`config.mk`:
```
export PLATFORM = sky130hd
export DESIGN_NAME = intc_cascade
export DESIGN_NICKNAME = d
export VERILOG_FILES = /design/src/rtl/intc_pkg.sv /design/src/rtl/intc_sync.sv /design/src/rtl/intc_regs.sv /design/src/rtl/intc_route.sv /design/src/rtl/intc_cascade.sv
export SDC_FILE = /design/constraint.sdc
export NUM_CORES = 1
export LEC_CHECK = 0
export CAP_MARGIN = 20
export CORE_UTILIZATION = 54
export CTS_CLUSTER_DIAMETER = 150
export CTS_CLUSTER_SIZE = 8
export DETAILED_ROUTE_END_ITERATION = 8
export PLACE_DENSITY = 0.8
export SLEW_MARGIN = 20
export SYNTH_ARGS = -nofsm -noshare
export SYNTH_HDL_FRONTEND = slang
export SYNTH_SLANG_ARGS = --single-unit
```
`constraint.sdc`:
```
create_clock -name clk -period 2 [get_ports clk]
set_input_delay 0.3 -clock clk [delete_from_list [all_inputs] [get_ports clk]]
set_output_delay 0.3 -clock clk [all_outputs]
set_load 0.02 [all_outputs]
```
`src/rtl/intc_pkg.sv`:
```
package intc_pkg;
  localparam int NSRC   = 32;
  localparam int ADDR_W = 8;
  localparam logic [ADDR_W-1:0] OFS_PEND0 = 8'h00;
  localparam logic [ADDR_W-1:0] OFS_PEND1 = 8'h04;
  localparam logic [ADDR_W-1:0] OFS_STEER = 8'h20;
  localparam logic [ADDR_W-1:0] OFS_RAW   = 8'h30;
  localparam logic [ADDR_W-1:0] OFS_SET   = 8'h34;
  localparam logic [ADDR_W-1:0] OFS_CLR   = 8'h38;
endpackage

```
`src/rtl/intc_sync.sv`:
```
module intc_sync #(
  parameter int W = 32
) (
  input  logic         clk,
  input  logic         rst_n,
  input  logic [W-1:0] async_i,
  output logic [W-1:0] sync_o
);
  logic [W-1:0] stage1_q;

  always_ff @(posedge clk or negedge rst_n) begin
    if (!rst_n) begin
      stage1_q <= '0;
      sync_o   <= '0;
    end else begin
      stage1_q <= async_i;
      sync_o   <= stage1_q;
    end
  end
endmodule

```
`src/rtl/intc_regs.sv`:
```
module intc_regs
  import intc_pkg::*;
#(
  parameter int W  = NSRC,
  parameter int AW = ADDR_W
) (
  input  logic          clk,
  input  logic          rst_n,
  input  logic [AW-1:0] addr_i,
  input  logic [W-1:0]  wdata_i,
  input  logic          wr_i,
  input  logic          rd_i,
  input  logic [W-1:0]  raw_i,
  input  logic [W-1:0]  pend0_i,
  input  logic [W-1:0]  pend1_i,
  output logic [W-1:0]  mask_o,
  output logic [W-1:0]  steer_o,
  output logic [W-1:0]  rdata_o
);
  logic [W-1:0] rd_mux;

  always_ff @(posedge clk or negedge rst_n) begin
    if (!rst_n) begin
      mask_o  <= '0;
      steer_o <= '0;
    end else if (wr_i) begin
      if (addr_i == OFS_SET[AW-1:0]) mask_o  <= mask_o | wdata_i;
      if (addr_i == OFS_CLR[AW-1:0]) mask_o  <= mask_o & ~wdata_i;
      if (addr_i == OFS_STEER[AW-1:0]) steer_o <= wdata_i;
    end
  end

  always_comb begin
    rd_mux = '0;
    if (addr_i == OFS_PEND0[AW-1:0]) rd_mux = pend0_i;
    if (addr_i == OFS_PEND1[AW-1:0]) rd_mux = pend1_i;
    if (addr_i == OFS_STEER[AW-1:0]) rd_mux = steer_o;
    if (addr_i == OFS_RAW[AW-1:0])   rd_mux = raw_i;
    if (addr_i == OFS_SET[AW-1:0])   rd_mux = mask_o;
  end

  always_ff @(posedge clk or negedge rst_n) begin
    if (!rst_n)    rdata_o <= '0;
    else if (rd_i) rdata_o <= rd_mux;
  end
endmodule

```
`src/rtl/intc_route.sv`:
```
module intc_route #(
  parameter int W    = 32,
  parameter int NOUT = 2
) (
  input  logic            clk,
  input  logic            rst_n,
  input  logic [W-1:0]    raw_i,
  input  logic [W-1:0]    mask_i,
  input  logic [W-1:0]    steer_i,
  output logic [W-1:0]    pend_o [NOUT],
  output logic [NOUT-1:0] irq_o
);
  localparam int GBIT = W - 1;

  logic [W-1:0] live;
  assign live = mask_i[GBIT] ? (raw_i & mask_i) : '0;

  for (genvar o = 0; o < NOUT; o++) begin : g_out
    logic [W-1:0] sel;
    assign sel       = (o == 0) ? ~steer_i : steer_i;
    assign pend_o[o] = live & sel;

    always_ff @(posedge clk or negedge rst_n) begin
      if (!rst_n) irq_o[o] <= 1'b0;
      else        irq_o[o] <= |pend_o[o];
    end
  end
endmodule

```
`src/rtl/intc_cascade.sv`:
```
module intc_cascade
  import intc_pkg::*;
#(
  parameter int W  = NSRC,
  parameter int AW = ADDR_W
) (
  input  logic          clk,
  input  logic          rst_n,
  input  logic [W-1:0]  irq_src_i,
  input  logic [AW-1:0] reg_addr_i,
  input  logic [W-1:0]  reg_wdata_i,
  input  logic          reg_wr_i,
  input  logic          reg_rd_i,
  output logic [W-1:0]  reg_rdata_o,
  output logic          cpu_irq0_o,
  output logic          cpu_irq1_o
);
  logic [W-1:0] raw_q;
  logic [W-1:0] mask_q;
  logic [W-1:0] steer_q;
  logic [W-1:0] pend [2];
  logic [W-1:0] pend0;
  logic [W-1:0] pend1;
  logic [1:0]   irq_q;

  intc_sync #(.W(W)) u_sync (
    .clk(clk), .rst_n(rst_n), .async_i(irq_src_i), .sync_o(raw_q)
  );

  intc_route #(.W(W), .NOUT(2)) u_route (
    .clk(clk), .rst_n(rst_n), .raw_i(raw_q), .mask_i(mask_q),
    .steer_i(steer_q), .pend_o(pend), .irq_o(irq_q)
  );

  assign pend0 = pend[0];
  assign pend1 = pend[1];

  intc_regs #(.W(W), .AW(AW)) u_regs (
    .clk(clk), .rst_n(rst_n), .addr_i(reg_addr_i), .wdata_i(reg_wdata_i),
    .wr_i(reg_wr_i), .rd_i(reg_rd_i), .raw_i(raw_q), .pend0_i(pend0),
    .pend1_i(pend1), .mask_o(mask_q), .steer_o(steer_q), .rdata_o(reg_rdata_o)
  );

  assign cpu_irq0_o = irq_q[0];
  assign cpu_irq1_o = irq_q[1];
endmodule

```
==> impl_metrics.ini <==
[floorplan]
die_w_um = 119
io_pins = 110
core.rowCount = 42
start_util = 0.558
die-area_sq_mm = 0.0143
die-height_um = 119
core_area_sq_mm = 0.0133

[clock_tree]
cts_tree = yes
cts_buffers = 17
cts_sinks = 162
ctsHtreeMaxLevel = 4
root_buffer = clkbuf_16
clk_latency_ps = 430
cts.clk_slew.worst_paths_ps = 60
clockBufferDepth = 2

[finish]
final_common_cell = dfrtp_1
ff_latch_area_sq_mm = 0.00405
finalNonFillerCells = 1042
fill_cells = 945
finalNetCount = 930
diodes = 0
final_cell_mix = 162 x dfrtp_1, 106 x clkdlybuf4s50_1, 87 x nand2_1, 63 x buf_4, 61 x a21oi_1
drive_gt1_frac = 0.180
synthToLayoutAreaGrowth_pct = 32.1
finalInstanceArea_sq_mm = 0.00983
multi_input_area_sq_mm = 0.00313

[setup_path]
path_cells = nand3_2, nand4_1, or4_4, o41ai_4, buf_4, o221ai_2
worstPathArrival_ps = 2240
critPathLaunchType = register
endpoint_kind = register
slowest_stage = or4_4
critPathTopFamily = simple AND/OR/NAND/NOR gates
worst-r2r-cell-count = 6
cp_max_fo = 3
cp.depth = 6
path_buf_inv = 1
criticalPathCategory = reg -> reg
required_ps = 2300
max_stage_delay_ps = 470

[sta]
skew_ps = 6.25
finalCriticalPeriod_ps = 1940
hold_violations = 0
rsz0062_at_grt = false
tightest_slew_ps = 495
fin_crit_sh = 0.970
setup_violations = 0
max_slew_margin = 0.670
tns_ps = 0
timing.fmax_mhz = 516
drv_slew = 0

[power_and_ir_drop]
ir_drop_mv = 0.966
fin_total_pwr_mw = 7.35
power.leakage_nw = 4.42
pwr_density_cell_mw_per_mm2 = 747

[routing]
totalWireLength_um = 21200
drt_first_pass_iters = 6
drt-initial-drc-count = 713
drc = 0
wl_per_cell_um = 20.4
viasPerCell = 6.05
vias = 6306
postRouteAntennaNets = 0

[placed_design]
numPortBuffers = 109
placed_cells = 1009
hpwl_um = 14400
place_area_sq_mm = 0.00923
gp_congestion = 0.905

[logic_synthesis]
avgSynthCellArea_sq_um = 10.7
synth_xor_area_frac = 0.0365
synthArstFlopShare = 1.00
yosys_warnings = 0
synth_area_sq_mm = 0.00744
synth-compound-area-share = 0.155
synth_top_family_by_area = compound AO/OA/AOI/OAI gates
synth_cell_types = 43
synth_fa_ha_area_frac = 0
synthesis.nets = 774
ys.flop_type = dfrtp_1
synth_edf_count = 0
synthMuxAreaShare = 0.108
yosys_register_bits = 162
ys_seq_area_frac = 0.545
synth-simple-area-share = 0.109
syn_inst = 698

[min_path]
hp-class = in -> reg
hold_depth = 1

[global_route]
grt_overflow = 0
grt_pass1_wl_um = 33700
grt_max_degree = 69
grt_pass1_vias = 6495
antenna_found_initial = 0
gr-usage-all-layers = 0.312

[status]
status = finished, final reports clean

[run]
cap_violations = 0
[worst paths after layout]
| kind | start | end | slack, ps |
|---|---|---|---|
| hold reg to reg | u_sync.stage1_q[7] | u_sync.sync_o[7] | 350 |
| setup reg to reg | u_sync.sync_o[0] | u_route.irq_o[1] | 60 |
| min in group asynchronous | rst_n | u_regs.rdata_o[5] | 370 |
| setup / recovery | u_sync.sync_o[0] | u_route.irq_o[1] | 60 |
| hold / removal | irq_src_i[30] | u_sync.stage1_q[30] | 310 |
| max in group asynchronous | rst_n | asynchronous set/reset pin | 1010 |
[cells by family (layout without fill, tap and decap cells)]
| kind of cell | count (synthesis) | in the layout |
|---|---|---|
| AO/OA/AOI/OAI | 180 | 180 |
| XOR/XNOR | 31 | 31 |
| flip-flops | 162 | 162 |
| buffers and inverters | 81 | 249 |
| AND/OR/NAND/NOR | 179 | 179 |
| multiplexers | 65 | 65 |
[report_power, final]
part / leakage (nW) / total (mW) / switching [mW] / internal, mW
Combinational: 2.08 / 0.885 / 0.435 / 0.450
Sequential: 2.10 / 3.57 / 0.132 / 3.44
Clock: 0.240 / 2.89 / 1.32 / 1.57
[Yosys cell counts (3+ instances only)]
library cell    n  area (sq um)
mux2i_1        31           310
xnor2_1         5          43.8
xor2_1         26           228
nand2_1        87           327
nand3b_1        6          45.0
a31oi_1        34           213
a41oi_1         3          26.3
nor2_1         33           124
nand3_1        26           130
nor3_1          3          15.0
buf_2          14          70.1
inv_1          35           131
dfrtp_1       162          4050
nor4_1          3          18.8
a21oi_1        61           305
a2bb2oi_1      28           245
clkbuf_1       25          93.8
o22ai_1        44           275
mux2_4         30           450
buf_6           3          33.8
nand4_1         8          50.1
buf_1           3          11.3
mux2_2          4          45.0
[layout make-up]
cell class / count / area share
well taps: 176 / 0.0224
repair buffers: 183 / 0.181
inverters: 35 / 0.0134
clock inverters: 13 / 0.00929
flip-flops and latches: 162 / 0.412
clock buffers: 18 / 0.0436
multi-input cells: 455 / 0.318
[stage by stage]
stage	hold WS, ps	setup slack (ps)	utilization
6_report	309	60.8	0.737
5_1_grt	300	20.1	0.737
4_1_cts	292	4.12	0.732
3_5_place_dp	256	-217	0.691
3_3_place_gp	248	-191	0.691
2_1_floorplan	4.41	92.2	-
[routing by layer]
metal | vias to the layer above | track usage | wire length (um)
met5 | - | 0 | 0
met4 | 0 | 0.156 | 774
met3 | 65 | 0.0781 | 1680
met2 | 341 | 0.499 | 10300
met1 | 3094 | 0.396 | 8450
li1 | 2806 | - | -
[timing repair]
action / CTS / global route
resized for setup: 1 / 11
setup buffers: 0 / 1
setup endpoints to repair: 1 / 1
endpoints found under the hold margin: 40 / 0
gates cloned: 0 / 0
hold buffers: 1 / 0
pin swaps: 1 / 2
Note: power is estimated with default switching activity, not from simulation.
